## config.mk

```make
export PLATFORM = sky130hd
export DESIGN_NAME = traffic_phase_ctrl
export DESIGN_NICKNAME = d
export VERILOG_FILES = /design/src/rtl/traffic_phase_ctrl.sv
export SDC_FILE = /design/constraint.sdc
export NUM_CORES = 1
export LEC_CHECK = 0
export ABC_AREA = 1
export BUFFER_PORTS_ARGS = -buffer_cell sky130_fd_sc_hd__clkbuf_2
export CELL_PAD_IN_SITES_DETAIL_PLACEMENT = 0
export CELL_PAD_IN_SITES_GLOBAL_PLACEMENT = 2
export CORE_MARGIN = 4
export CORE_UTILIZATION = 38
export CTS_BUF_LIST = sky130_fd_sc_hd__clkbuf_4 sky130_fd_sc_hd__clkbuf_8
export DETAILED_ROUTE_END_ITERATION = 10
export PLACE_DENSITY = 0.95
export SYNTH_ARGS = -nofsm -noshare
export SYNTH_HDL_FRONTEND = slang
export SYNTH_SLANG_ARGS = --single-unit
```

## constraint.sdc

```tcl
create_clock -name clk -period 2.3 [get_ports clk]
set_input_delay 0.46 -clock clk [delete_from_list [all_inputs] [get_ports clk]]
set_output_delay 0.46 -clock clk [all_outputs]
set_load 0.05 [all_outputs]
```

## src/rtl/traffic_phase_ctrl.sv

```systemverilog
module traffic_phase_ctrl #(
  parameter int STEP_CYCLES = 500_000_000
) (
  input  logic       clk,
  input  logic       rst,
  input  logic       sense_a,
  input  logic       sense_b,
  output logic [1:0] lamp_a,
  output logic [1:0] lamp_b
);

  localparam int CW = (STEP_CYCLES > 2) ? $clog2(STEP_CYCLES) : 1;
  localparam logic [CW-1:0] LAST = CW'(STEP_CYCLES - 1);

  localparam logic [1:0] GREEN  = 2'b00;
  localparam logic [1:0] YELLOW = 2'b01;
  localparam logic [1:0] RED    = 2'b10;

  typedef enum logic [1:0] {
    A_GO   = 2'b00,
    A_WARN = 2'b01,
    B_GO   = 2'b10,
    B_WARN = 2'b11
  } phase_t;

  phase_t        phase, phase_nx;
  logic [CW-1:0] cnt;
  logic          step;

  assign step = (cnt == LAST);

  always_ff @(posedge clk) begin
    if (rst)       cnt <= '0;
    else if (step) cnt <= '0;
    else           cnt <= cnt + 1'b1;
  end

  always_comb begin
    phase_nx = phase;
    unique case (phase)
      A_GO:   if (!sense_a) phase_nx = A_WARN;
      A_WARN: phase_nx = B_GO;
      B_GO:   if (!sense_b) phase_nx = B_WARN;
      B_WARN: phase_nx = A_GO;
    endcase
  end

  always_ff @(posedge clk) begin
    if (rst)       phase <= A_GO;
    else if (step) phase <= phase_nx;
  end

  assign lamp_a = phase[1] ? RED : (phase[0] ? YELLOW : GREEN);
  assign lamp_b = !phase[1] ? RED : (phase[0] ? YELLOW : GREEN);

  p_reset_r1: assert property (@(posedge clk)
    rst |=> (phase == A_GO && cnt == '0));

  p_hold_r2: assert property (@(posedge clk) disable iff (rst)
    !step |=> $stable(phase));

  p_pulse_r2: assert property (@(posedge clk) disable iff (rst)
    step |=> !step);

  p_a_stay_r3: assert property (@(posedge clk) disable iff (rst)
    (step && phase == A_GO && sense_a) |=> phase == A_GO);

  p_a_leave_r4: assert property (@(posedge clk) disable iff (rst)
    (step && phase == A_GO && !sense_a) |=> (lamp_a == YELLOW && lamp_b == RED));

  p_to_b_r5: assert property (@(posedge clk) disable iff (rst)
    (step && phase == A_WARN) |=> (lamp_a == RED && lamp_b == GREEN));

  p_b_stay_r6: assert property (@(posedge clk) disable iff (rst)
    (step && phase == B_GO && sense_b) |=> phase == B_GO);

  p_b_leave_r7: assert property (@(posedge clk) disable iff (rst)
    (step && phase == B_GO && !sense_b) |=> (lamp_a == RED && lamp_b == YELLOW));

  p_to_a_r8: assert property (@(posedge clk) disable iff (rst)
    (step && phase == B_WARN) |=> (lamp_a == GREEN && lamp_b == RED));

  p_one_red_r10: assert property (@(posedge clk) disable iff (rst)
    (lamp_a == RED || lamp_b == RED));

endmodule

```

==> impl_metrics.py <==
metrics = {
    "status": {
        "outcome": "completed",
    },
    "layout": {
        "area_growth_pct": 10.4,
        "antenna_cells": 0,
        "drive_gt1_frac": 0.0962,
        "nNetsFinal": 299,
        "fillers": 501,
    },
    "global_routing": {
        "overflow": 0,
        "antenna_found_initial": 0,
        "grt_max_degree": 29,
        "first_global_vias": 1533,
        "grt_pass1_wl_mm": 7.16,
        "grt_use_total": 0.152,
    },
    "floorplanning": {
        "start_util": 0.402,
        "rows": 24,
        "die_x_um": 76.8,
        "num_io_pins": 8,
        "core_region_area_um2": 4470,
        "die-area_um2": 5890,
        "fp.dieH_um": 76.8,
    },
    "placed_design": {
        "dp_hpwl_mm": 3.20,
        "io_buffers": 7,
        "place_congestion": 0.813,
    },
    "setup_path": {
        "critPathLaunch": "phase[1]$_SDFFE_PP0P_",
        "crit_fanout": 4,
        "cp-start-kind": "register",
        "cp.arrival_ns": 1.21,
        "endpoint_kind": "output pin",
        "reg2reg_depth": 8,
        "rr_startpoint": "cnt[0]$_SDFF_PP0_",
        "rrSetupSlack_ns": 0.74,
        "cp-endpoint": "lamp_a[0]",
        "reg2reg_to": "cnt[9]$_SDFF_PP0_",
        "cp.required_ns": 1.84,
        "critPathKind": "register to output pin",
    },
    "synthesis": {
        "synth_top_area_frac": 0.345,
        "ys_seq_elements": 31,
        "syn_inst": 279,
        "postSynthAreaPerCell_um2": 6.44,
        "ys.flop_type": "dfxtp_1",
        "async_flop_share": 0,
        "synth.area.top_cells": "dfxtp_1 (35%), nand2_1 (19%), nor2_1 (14%)",
        "ys_warn_count": 0,
        "ys_types": 26,
        "synth_edf_count": 0,
        "ys_seq_area_frac": 0.345,
        "syn-cell-area_um2": 1800,
        "synth_top_area_cell": "dfxtp_1",
        "synthTopCellsByCount": "nand2_1 (90), nor2_1 (66), dfxtp_1 (31), inv_1 (24), a21oi_1 (14)",
        "synth_fp_nets": 288,
        "yosysMostFrequentCell": "nand2_1",
    },
    "power": {
        "p_leak_nw": 0.668,
        "irDropWorstVdd_v": 0.000382,
        "power.clock.fraction": 0.495,
        "sw_frac_of_total": 0.203,
        "p_sw_w": 0.000229,
        "p_int_w": 0.000900,
        "seqPwrFrac": 0.483,
        "power.density_nw_per_um2": 569,
        "combPwrFrac": 0.022,
    },
    "detailed_routing": {
        "drtIter0Drc": 75,
        "wl_per_cell_um": 11.9,
        "vias": 1598,
        "route.antenna.remaining_nets": 0,
        "routed_wl_mm": 4.08,
        "vias_per_cell": 4.66,
        "route.detailed.drc": 0,
        "drtPass1Iterations": 4,
    },
    "clocking": {
        "clk-insertion-delay-late_ns": 0.29,
        "htree_levels": 2,
        "numCtsBuffers": 5,
        "clkTransAtPathRegs_ns": 0.07,
        "cts_hold_buffers": 0,
        "postCtsSetupRepairBufs": 0,
        "cts_tree": "done",
        "post_cts_resized": 0,
        "cts.sinks": 31,
        "cts.path.max_buffers": 2,
        "clock-root-buffer": "clkbuf_8",
    },
    "worst_hold_path": {
        "hold_class": "register to register",
    },
    "timing": {
        "setup_viol": 0,
        "min_period_ns": 1.67,
        "finalCritPeriodShare": 0.726,
        "fmax_ghz": 0.599,
        "tightest_slew_ns": 0.447,
        "finalHoldViolCount": 0,
        "whs_ns": 0.469,
        "slew_viol_final": 0,
        "slew_headroom": 0.701,
        "fin_setup_tns_ns": 0,
        "fin_skew_ns": 0.00967,
        "rsz0062_at_grt": "false",
    },
    "job": {
        "cap_viol_max_count": 0,
    },
}
how the worst min path moves through the flow:
stage                             from  slack [ns]                  to  depth (start not counted)
finish              cnt[28]$_SDFF_PP0_        0.47  cnt[28]$_SDFF_PP0_                          2
detailed placement  cnt[28]$_SDFF_PP0_        0.47  cnt[28]$_SDFF_PP0_                          2
floorplan            cnt[0]$_SDFF_PP0_        0.43   cnt[0]$_SDFF_PP0_                          1
CTS                 cnt[28]$_SDFF_PP0_        0.48  cnt[28]$_SDFF_PP0_                          2
global route         cnt[0]$_SDFF_PP0_        0.51   cnt[0]$_SDFF_PP0_                          1
global placement     cnt[0]$_SDFF_PP0_        0.44   cnt[0]$_SDFF_PP0_                          1
area by class of cell:
class	count	area, µm²	area share
inverters	25	93.8	0.0473
multi-input cells	220	1050	0.530
clock inverters	2	35.0	0.0177
clock buffers	6	82.6	0.0416
flip-flops and latches	31	621	0.313
well taps	52	65.1	0.0328
repair buffers	7	35.0	0.0177
cell usage in the layout (no fill, tap or decap), drive strengths merged, types with 5 or more instances in the layout:
cell and count:
nand2 94, nor2 71, dfxtp 31, inv 25
a21oi 14, clkbuf 13, nand3 9, nand3b 6
xor2 5, ha 5
sequential cells by signal, indices dropped and copies added (netlist names):
register	flops
phase	2
cnt	29
layer usage:
| metal | part of all wire | GRT usage |
|---|---|---|
| met5 | 0 | 0 |
| met4 | 0.011 | 0.0652 |
| met3 | 0.026 | 0.0281 |
| met2 | 0.42 | 0.232 |
| met1 | 0.55 | 0.210 |
worst max-delay path, stage by stage (launching register included):
cell and delay, ns:
dfxtp_1 0.38, inv_1 0.11, ha_1 0.21, clkbuf_2 0.23
power by group through the flow:
| stage | clock, W | combinational, W | sequential (W) |
|---|---|---|---|
| 6_report | 0.000559 | 0.0000249 | 0.000546 |
| 4_1_cts | 0.000579 | 0.0000258 | 0.000546 |
| 5_1_grt | 0.000605 | 0.0000288 | 0.000546 |
| 3_3_place_gp | 0 | 0.0000260 | 0.000557 |
| 3_5_place_dp | 0 | 0.0000257 | 0.000558 |
| 2_1_floorplan | 0 | 0.0000217 | 0.000557 |
per-stage QoR:
stage	setup slack, ns	power (W)	cells	area, µm²	utilization
after floorplan	0.615	0.000578	279	1800	-
after global placement	0.790	0.000583	335	1870	0.417
after detailed placement	0.749	0.000584	335	1870	0.417
after CTS	0.608	0.00115	343	1980	0.444
after global routing	0.563	0.00118	343	1980	0.444
final	0.630	0.00113	343	1980	0.444
logic make-up after synthesis:
kind of cell	count (synthesis)	share of synthesized area
simple gates	188	0.453
flops	31	0.345
buf+inv	28	0.0689
compound gates	18	0.0536
xor+xnor	9	0.0439
fa+ha+maj	5	0.0348
(Power assumes the default switching activity.)
